**src/rtl/useq_pkg.sv**
```systemverilog
package useq_pkg;
  typedef enum logic [1:0] {
    PH_IDLE  = 2'd0,
    PH_FETCH = 2'd1,
    PH_EXEC  = 2'd2,
    PH_PANEL = 2'd3
  } phase_t;

  // End-code values of the microword end field
  localparam logic [1:0] END_GO    = 2'd0;
  localparam logic [1:0] END_NZ    = 2'd1;
  localparam logic [1:0] END_Z     = 2'd2;
  localparam logic [1:0] END_ALWAY = 2'd3;
endpackage

```
**src/rtl/useq_end_eval.sv**
```systemverilog
module useq_end_eval
  import useq_pkg::*;
(
  input  logic [1:0] end_ctl,
  input  logic       alu_zero,
  output logic       done
);
  always_comb begin
    case (end_ctl)
      END_GO:  done = 1'b0;
      END_NZ:  done = ~alu_zero;
      END_Z:   done = alu_zero;
      default: done = 1'b1;
    endcase
  end
endmodule

```
**src/rtl/useq_cycle_ctr.sv**
```systemverilog
module useq_cycle_ctr #(
  parameter int CW = 2
) (
  input  logic          clk,
  input  logic          rst,
  input  logic          clear,
  input  logic          adv,
  output logic [CW-1:0] cnt
);
  localparam logic [CW-1:0] CNT_MAX = '1;

  always_ff @(posedge clk) begin
    if (rst || clear) cnt <= '0;
    else if (adv && (cnt != CNT_MAX)) cnt <= cnt + 1'b1;
  end

  // the step count never wraps from its top value to anything but a clear
  a_r4_no_wrap: assert property (@(posedge clk) disable iff (rst)
    (cnt == CNT_MAX && !clear) |=> (cnt == CNT_MAX));
endmodule

```
**src/rtl/useq_mode_fsm.sv**
```systemverilog
module useq_mode_fsm
  import useq_pkg::*;
#(
  parameter int AW  = 8,
  parameter int FNW = 3
) (
  input  logic           clk,
  input  logic           rst,
  input  logic           run_req,
  input  logic           panel_strobe,
  input  logic [FNW-1:0] panel_fn,
  input  logic           pc_reset_req,
  input  logic           exec_done,
  output phase_t         phase_q,
  output logic [AW-1:0]  fix_addr_q,
  output logic           cnt_clear,
  output logic           cnt_adv
);
  localparam logic [AW-1:0] ONES     = '1;
  localparam logic [AW-1:0] F1_ADDR  = ONES;
  localparam logic [AW-1:0] F0_ADDR  = ONES - 1;
  localparam logic [AW-1:0] RST_ADDR = ONES - 3;
  localparam int            TOPW     = AW - FNW - 1;
  localparam logic [TOPW-1:0] PNL_TOP = '1;

  typedef enum logic [2:0] {S_IDLE, S_PANEL, S_F0, S_F1, S_EX} st_t;

  st_t           st_q, st_d;
  phase_t        ph_d;
  logic [AW-1:0] addr_d;
  logic [AW-1:0] f0_pick;

  assign f0_pick = pc_reset_req ? RST_ADDR : F0_ADDR;

  always_comb begin
    st_d   = st_q;
    ph_d   = phase_q;
    addr_d = fix_addr_q;
    case (st_q)
      S_IDLE: begin
        if (run_req) begin
          st_d = S_F0; ph_d = PH_FETCH; addr_d = f0_pick;
        end else if (panel_strobe) begin
          st_d = S_PANEL; ph_d = PH_PANEL; addr_d = {PNL_TOP, panel_fn, 1'b0};
        end else begin
          ph_d = PH_IDLE; addr_d = '0;
        end
      end
      S_PANEL: begin
        st_d = S_IDLE; ph_d = PH_IDLE; addr_d = '0;
      end
      S_F0: begin
        st_d = S_F1; ph_d = PH_FETCH; addr_d = F1_ADDR;
      end
      S_F1: begin
        st_d = S_EX; ph_d = PH_EXEC; addr_d = '0;
      end
      default: begin
        if (exec_done) begin
          if (run_req) begin
            st_d = S_F0; ph_d = PH_FETCH; addr_d = f0_pick;
          end else begin
            st_d = S_IDLE; ph_d = PH_IDLE; addr_d = '0;
          end
        end else begin
          st_d = S_EX; ph_d = PH_EXEC; addr_d = '0;
        end
      end
    endcase
  end

  always_ff @(posedge clk) begin
    if (rst) begin
      st_q       <= S_IDLE;
      phase_q    <= PH_IDLE;
      fix_addr_q <= '0;
    end else begin
      st_q       <= st_d;
      phase_q    <= ph_d;
      fix_addr_q <= addr_d;
    end
  end

  assign cnt_clear = (st_q != S_EX) || exec_done;
  assign cnt_adv   = (st_q == S_EX) && !exec_done;

  // an ending instruction with run dropped goes to idle
  a_r6_halt_at_end: assert property (@(posedge clk) disable iff (rst)
    (phase_q == PH_EXEC && exec_done && !run_req) |=> (phase_q == PH_IDLE));

  // a step that does not end stays in execute whatever the run and panel inputs do
  a_r9_hold_exec: assert property (@(posedge clk) disable iff (rst)
    (phase_q == PH_EXEC && !exec_done) |=> (phase_q == PH_EXEC));

  // a panel cycle lasts exactly one microcycle
  a_r8_panel_once: assert property (@(posedge clk) disable iff (rst)
    (phase_q == PH_PANEL) |=> (phase_q == PH_IDLE));
endmodule

```
**src/rtl/useq_addr_gen.sv**
```systemverilog
module useq_addr_gen
  import useq_pkg::*;
#(
  parameter int AW  = 8,
  parameter int CW  = 2,
  parameter int FNW = 3,
  parameter int IRW = 8
) (
  input  logic           clk,
  input  logic           rst,
  input  logic [IRW-1:0] ir_byte,
  input  logic [1:0]     end_ctl,
  input  logic           alu_zero,
  input  logic           run_req,
  input  logic [FNW-1:0] panel_fn,
  input  logic           panel_strobe,
  input  logic           pc_reset_req,
  output logic [AW-1:0]  uaddr,
  output logic [1:0]     phase
);
  localparam int            OPW     = AW - CW;
  localparam logic [AW-1:0] F1_ADDR = '1;
  localparam logic [AW-1:0] F0_ADDR = F1_ADDR - 1;
  localparam logic [AW-1:0] RS_ADDR = F1_ADDR - 3;

  phase_t        ph_q;
  logic [AW-1:0] fix_addr;
  logic [CW-1:0] step;
  logic          done, clr, adv;

  useq_end_eval u_end (
    .end_ctl (end_ctl),
    .alu_zero(alu_zero),
    .done    (done)
  );

  useq_cycle_ctr #(.CW(CW)) u_ctr (
    .clk  (clk),
    .rst  (rst),
    .clear(clr),
    .adv  (adv),
    .cnt  (step)
  );

  useq_mode_fsm #(.AW(AW), .FNW(FNW)) u_fsm (
    .clk         (clk),
    .rst         (rst),
    .run_req     (run_req),
    .panel_strobe(panel_strobe),
    .panel_fn    (panel_fn),
    .pc_reset_req(pc_reset_req),
    .exec_done   (done),
    .phase_q     (ph_q),
    .fix_addr_q  (fix_addr),
    .cnt_clear   (clr),
    .cnt_adv     (adv)
  );

  // Opcode field is taken live from the instruction register, loaded in the second fetch cycle
  assign uaddr = (ph_q == PH_EXEC) ? {ir_byte[IRW-1 -: OPW], step} : fix_addr;
  assign phase = ph_q;

  // reset returns the sequencer to idle at address zero
  a_r1_reset_idle: assert property (@(posedge clk)
    rst |=> (phase == PH_IDLE && uaddr == '0));

  // first fetch cycle is followed by the second
  a_r5_f0_then_f1: assert property (@(posedge clk) disable iff (rst)
    (phase == PH_FETCH && (uaddr == F0_ADDR || uaddr == RS_ADDR)) |=>
    (phase == PH_FETCH && uaddr == F1_ADDR));

  // second fetch cycle is followed by step T0
  a_r5_f1_then_t0: assert property (@(posedge clk) disable iff (rst)
    (phase == PH_FETCH && uaddr == F1_ADDR) |=>
    (phase == PH_EXEC && uaddr[CW-1:0] == '0));

  // unconditional end leaves execute, unconditional continue stays
  a_r3_end_always: assert property (@(posedge clk) disable iff (rst)
    (phase == PH_EXEC && end_ctl == END_ALWAY) |=> (phase != PH_EXEC));
  a_r3_go_always: assert property (@(posedge clk) disable iff (rst)
    (phase == PH_EXEC && end_ctl == END_GO) |=> (phase == PH_EXEC));

  // a non-ending step at T3 repeats the same step
  a_r4_repeat_t3: assert property (@(posedge clk) disable iff (rst)
    (phase == PH_EXEC && uaddr[CW-1:0] == '1 && end_ctl == END_GO) |=>
    (phase == PH_EXEC && uaddr[CW-1:0] == '1));
endmodule

```
**config.mk**
```make
export PLATFORM = sky130hd
export DESIGN_NAME = useq_addr_gen
export DESIGN_NICKNAME = d
export VERILOG_FILES = /design/src/rtl/useq_pkg.sv /design/src/rtl/useq_end_eval.sv /design/src/rtl/useq_cycle_ctr.sv /design/src/rtl/useq_mode_fsm.sv /design/src/rtl/useq_addr_gen.sv
export SDC_FILE = /design/constraint.sdc
export NUM_CORES = 1
export LEC_CHECK = 0
export ABC_AREA = 1
export BUFFER_PORTS_ARGS = -buffer_cell sky130_fd_sc_hd__buf_4
export CAP_MARGIN = 20
export CORE_MARGIN = 8
export CORE_UTILIZATION = 44
export CTS_CLUSTER_DIAMETER = 150
export CTS_CLUSTER_SIZE = 25
export DETAILED_ROUTE_END_ITERATION = 10
export HOLD_SLACK_MARGIN = 0.1
export PLACE_DENSITY = 0.76
export REMOVE_ABC_BUFFERS = 1
export SYNTH_ARGS = -nofsm -noshare
export SYNTH_HDL_FRONTEND = slang
export SYNTH_SLANG_ARGS = --single-unit
export TNS_END_PERCENT = 10
```
**constraint.sdc**
```tcl
create_clock -name clk -period 1.7 [get_ports clk]
set_input_delay 0.51 -clock clk [delete_from_list [all_inputs] [get_ports clk]]
set_output_delay 0.51 -clock clk [all_outputs]
set_load 0.005 [all_outputs]
```
==> flow_summary.html <==
<table>
<tr><th>Metric</th><th>Value</th></tr>
<tr><th colspan="2">Timing</th></tr>
<tr><td>Final slew viol count</td><td>0</td></tr>
<tr><td>Period utilisation layout</td><td>0.992</td></tr>
<tr><td>Worst max-slew margin expressed relative to the limit</td><td>0.763</td></tr>
<tr><td>Actual transition at the worst max-transition pin</td><td>0.355 ns</td></tr>
<tr><td>Final worst setup slack</td><td>0.0141 ns</td></tr>
<tr><td>RSZ-0062 raised after global routing</td><td>yes</td></tr>
<tr><td>Post-route minimum period</td><td>1.69 ns</td></tr>
<tr><td>Final number of hold-violating endpoints</td><td>0</td></tr>
<tr><td>Post-route setup TNS</td><td>0 ns</td></tr>
<tr><td>Hold Slack</td><td>0.459 ns</td></tr>
<tr><td>Skew final</td><td>0.00189 ns</td></tr>
<tr><td>Total setup violations reported at the end of the flow</td><td>0</td></tr>
<tr><td>Highest clock frequency the design can meet</td><td>593 MHz</td></tr>
<tr><th colspan="2">Floorplanning</th></tr>
<tr><td>Area of the die</td><td>2930 sq um</td></tr>
<tr><td>Core region area</td><td>1330 sq um</td></tr>
<tr><td>Boundary Pins</td><td>29</td></tr>
<tr><td>Effective utilization at floorplan</td><td>0.479</td></tr>
<tr><td>Die Span X</td><td>54.1 microns</td></tr>
<tr><td>Height of the die</td><td>54.1 microns</td></tr>
<tr><td>FP Rows</td><td>13</td></tr>
<tr><th colspan="2">Clock tree</th></tr>
<tr><td>TritonCTS clock tree</td><td>built</td></tr>
<tr><td>Clk Latency, worst-skew pair</td><td>0.27 ns</td></tr>
<tr><td>Clk sinks</td><td>12</td></tr>
<tr><td>Clock transition at the registers of the reported paths</td><td>0.07 ns</td></tr>
<tr><td>CTS H-tree lvls</td><td>1</td></tr>
<tr><td>CTS Buffer Depth</td><td>2</td></tr>
<tr><td>CTS buffer count</td><td>3</td></tr>
<tr><td>Root buffer selected by CTS</td><td>sky130_fd_sc_hd__clkbuf_4</td></tr>
<tr><th colspan="2">Placed design</th></tr>
<tr><td>Number of cells in the design after placement</td><td>132</td></tr>
<tr><td>Final weighted congestion in routability-driven placement</td><td>0.768</td></tr>
<tr><td>Instance area after placement</td><td>848 sq um</td></tr>
<tr><td>Worst slack at placement</td><td>0.124 ns</td></tr>
<tr><td>Number of I/O port buffers</td><td>26</td></tr>
<tr><td>Final HPWL DP</td><td>1380 microns</td></tr>
<tr><th colspan="2">Critical path</th></tr>
<tr><td>Critical-path maximum fanout</td><td>5</td></tr>
<tr><td>Cell at the slowest stage of the critical path</td><td>sky130_fd_sc_hd__dfxtp_2</td></tr>
<tr><td>Kind of launch point of the worst setup path</td><td>flip-flop</td></tr>
<tr><td>CP endpoint kind</td><td>primary output</td></tr>
<tr><td>Signal arrival time at the worst endpoint</td><td>1.18 ns</td></tr>
<tr><td>Highest cell delay on the worst timing path</td><td>0.35 ns</td></tr>
<tr><td>CP Data Required Time</td><td>1.19 ns</td></tr>
<tr><td>Worst Path Class, Setup</td><td>reg2out</td></tr>
<tr><td>Cell-by-cell trace of the critical path</td><td>inv_4 -&gt; nand2_4 -&gt; mux2_4 -&gt; buf_6</td></tr>
<tr><th colspan="2">Pwr</th></tr>
<tr><td>Leak pwr</td><td>0.504 nW</td></tr>
<tr><td>Relative contribution of sequential cells to total power</td><td>0.433</td></tr>
<tr><td>Switching power</td><td>0.209 mW</td></tr>
<tr><td>Internal power of the cells</td><td>0.544 mW</td></tr>
<tr><td>Relative contribution of the clock network to total power</td><td>0.302</td></tr>
<tr><td>Switching part of the total</td><td>0.278</td></tr>
<tr><td>Final Power</td><td>0.753 mW</td></tr>
<tr><td>Combinational share of power</td><td>0.264</td></tr>
<tr><td>Power per cell area</td><td>798 nW/um^2</td></tr>
<tr><td>Maximum ir drop on the vdd rail</td><td>437 uV</td></tr>
<tr><th colspan="2">Cells and area</th></tr>
<tr><td>Total number of nets in the final design</td><td>144</td></tr>
<tr><td>Synth-to-Final Area Change</td><td>47.6%</td></tr>
<tr><td>Final design area excluding fillers</td><td>943 sq um</td></tr>
<tr><td>ANT cells</td><td>0</td></tr>
<tr><td>Layout Cells excl Fill</td><td>138</td></tr>
<tr><td>Ratio of cells with drive above 1 in the final layout</td><td>0.366</td></tr>
<tr><td>Final design utilization</td><td>0.707</td></tr>
<tr><td>Final-layout fill cell count</td><td>108</td></tr>
<tr><th colspan="2">Yosys</th></tr>
<tr><td>Sequential-to-total area share from yosys stat</td><td>0.376</td></tr>
<tr><td>Netlist area before placement</td><td>639 sq um</td></tr>
<tr><td>Cell accounting for the most synthesized area</td><td>sky130_fd_sc_hd__dfxtp_1</td></tr>
<tr><td>Largest cells by area after synthesis</td><td>sky130_fd_sc_hd__dfxtp_1 (38%), sky130_fd_sc_hd__nand2_1 (16%), sky130_fd_sc_hd__nand3_1 (7.0%)</td></tr>
<tr><td>Unique masters post-synth</td><td>19</td></tr>
<tr><td>Count of warnings emitted by yosys</td><td>0</td></tr>
<tr><td>Cell count after synthesis</td><td>92</td></tr>
<tr><td>Yosys top cell area share</td><td>0.376</td></tr>
<tr><td>Avg Cell Area, Syn</td><td>6.95 sq um</td></tr>
<tr><td>#FFs+latches synth</td><td>12</td></tr>
<tr><th colspan="2">Route</th></tr>
<tr><td>Via density</td><td>5.04</td></tr>
<tr><td>Total wire length after detailed routing</td><td>1690 microns</td></tr>
<tr><td>Via count</td><td>696</td></tr>
<tr><td>Average wire per standard cell</td><td>12.2 microns</td></tr>
<tr><td>First-pass iteration count of the detailed router</td><td>4</td></tr>
<tr><td>Detail Route Antenna Nets</td><td>0</td></tr>
<tr><td>DRT iter0 DRCs</td><td>10</td></tr>
<tr><td>DRC violation count after routing</td><td>0</td></tr>
<tr><th colspan="2">Hold path</th></tr>
<tr><td>Min-delay worst type</td><td>in2reg</td></tr>
<tr><th colspan="2">Job</th></tr>
<tr><td>Max-cap violations</td><td>0</td></tr>
<tr><th colspan="2">Global routing</th></tr>
<tr><td>Number of global-route vias before repair</td><td>679</td></tr>
<tr><td>Number of antenna violations at the first check in global routing</td><td>0</td></tr>
<tr><td>Total global routing track utilization</td><td>0.134</td></tr>
<tr><td>Remaining global-route overflow</td><td>0</td></tr>
<tr><td>Wire length of the first global-routing pass</td><td>2910 microns</td></tr>
<tr><td>Largest net degree at the start of global routing</td><td>11</td></tr>
<tr><th colspan="2">Status</th></tr>
<tr><td>Status</td><td>completed</td></tr>
</table>
state kept, by name, indices dropped and copies added (netlist names):
register          count
u_fsm.st_q            3
u_ctr.cnt             2
u_fsm.phase_q         2
u_fsm.fix_addr_q      5
cells in the final DEF (no fill, tap or decap), types with 2 or more instances in the layout:
cell                        n
sky130_fd_sc_hd__nand2_1   25
sky130_fd_sc_hd__buf_4     25
sky130_fd_sc_hd__dfxtp_1   10
sky130_fd_sc_hd__nand3_1    9
sky130_fd_sc_hd__nor2_1     9
sky130_fd_sc_hd__inv_1      8
sky130_fd_sc_hd__a21oi_1    5
sky130_fd_sc_hd__o21ai_0    4
sky130_fd_sc_hd__mux2_4     3
sky130_fd_sc_hd__clkbuf_4   3
sky130_fd_sc_hd__buf_6      3
sky130_fd_sc_hd__nand4_1    2
sky130_fd_sc_hd__nor3_1     2
power by group through the flow:
| stage | logic [mW] | clock network [mW] | registers [mW] |
|---|---|---|---|
| floorplan | 0.0837 | 0 | 0.325 |
| global placement | 0.173 | 0 | 0.327 |
| detailed placement | 0.178 | 0 | 0.329 |
| CTS | 0.198 | 0.236 | 0.326 |
| global route | 0.222 | 0.256 | 0.330 |
| finish | 0.199 | 0.228 | 0.326 |
critical path: cells and delay by family (launching register included):
kind | cells | cell delay, ns
flip-flops | 1 | 0.35
AND/OR/NAND/NOR | 1 | 0.08
multiplexers | 1 | 0.31
buffers and inverters | 2 | 0.16
layer usage:
layer,part of all wire,vias to the layer above,GRT usage
met1,0.43,309,0.149
met2,0.49,19,0.218
met3,0.053,4,0.0496
li1,-,364,-
met5,0,-,0
met4,0.023,0,0.0738
timing repair:
action / CTS / global route
endpoints found under the setup margin: 8 / 4
gates resized for setup: 13 / 3
hold buffers: 0 / 0
setup buffers: 2 / 0
pin swaps: 0 / 0
final cells by class:
type                    count  area [sq um]  area share
inverters                  10          40.0      0.0424
repair buffers             28           221       0.235
well taps                  15          18.8      0.0199
flip-flops and latches     12           245       0.260
clock buffers               4          36.3      0.0385
multi-input cells          69           382       0.405
cells by family after synthesis:
kind of cell    Yosys count  share of synthesized area
flops                    12                      0.376
mux                       3                     0.0528
fa+ha+maj                 1                     0.0196
buf+inv                  11                     0.0665
compound gates           11                     0.0900
simple gates             53                      0.382
xor+xnor                  1                     0.0137
synthesized netlist by cell type:
| cell | instances |
|---|---|
| sky130_fd_sc_hd__nand3_1 | 9 |
| sky130_fd_sc_hd__xor2_1 | 1 |
| sky130_fd_sc_hd__mux2_2 | 3 |
| sky130_fd_sc_hd__nor3_1 | 2 |
| sky130_fd_sc_hd__dfxtp_1 | 12 |
| sky130_fd_sc_hd__ha_1 | 1 |
| sky130_fd_sc_hd__nor3_4 | 1 |
| sky130_fd_sc_hd__o21a_1 | 1 |
| sky130_fd_sc_hd__nand3b_1 | 1 |
| sky130_fd_sc_hd__inv_2 | 1 |
| sky130_fd_sc_hd__nor2_4 | 1 |
| sky130_fd_sc_hd__or2_2 | 1 |
| sky130_fd_sc_hd__nor2_1 | 9 |
| sky130_fd_sc_hd__a21oi_1 | 5 |
| sky130_fd_sc_hd__nand2_1 | 27 |
| sky130_fd_sc_hd__inv_1 | 9 |
| sky130_fd_sc_hd__nand4_1 | 2 |
| sky130_fd_sc_hd__o21ai_0 | 5 |
| sky130_fd_sc_hd__buf_2 | 1 |
final timing paths:
check,end,start,slack [ns],cells past startpoint
worst max register to register,u_ctr.cnt[1],u_ctr.cnt[0],0.56,4
worst max-delay path,uaddr[2],u_fsm.phase_q[0],0.01,4
worst min-delay path,u_fsm.phase_q[1],rst,0.46,2
worst min register to register,u_ctr.cnt[1],u_ctr.cnt[1],0.52,2
Power figures use the tool's default switching activity.
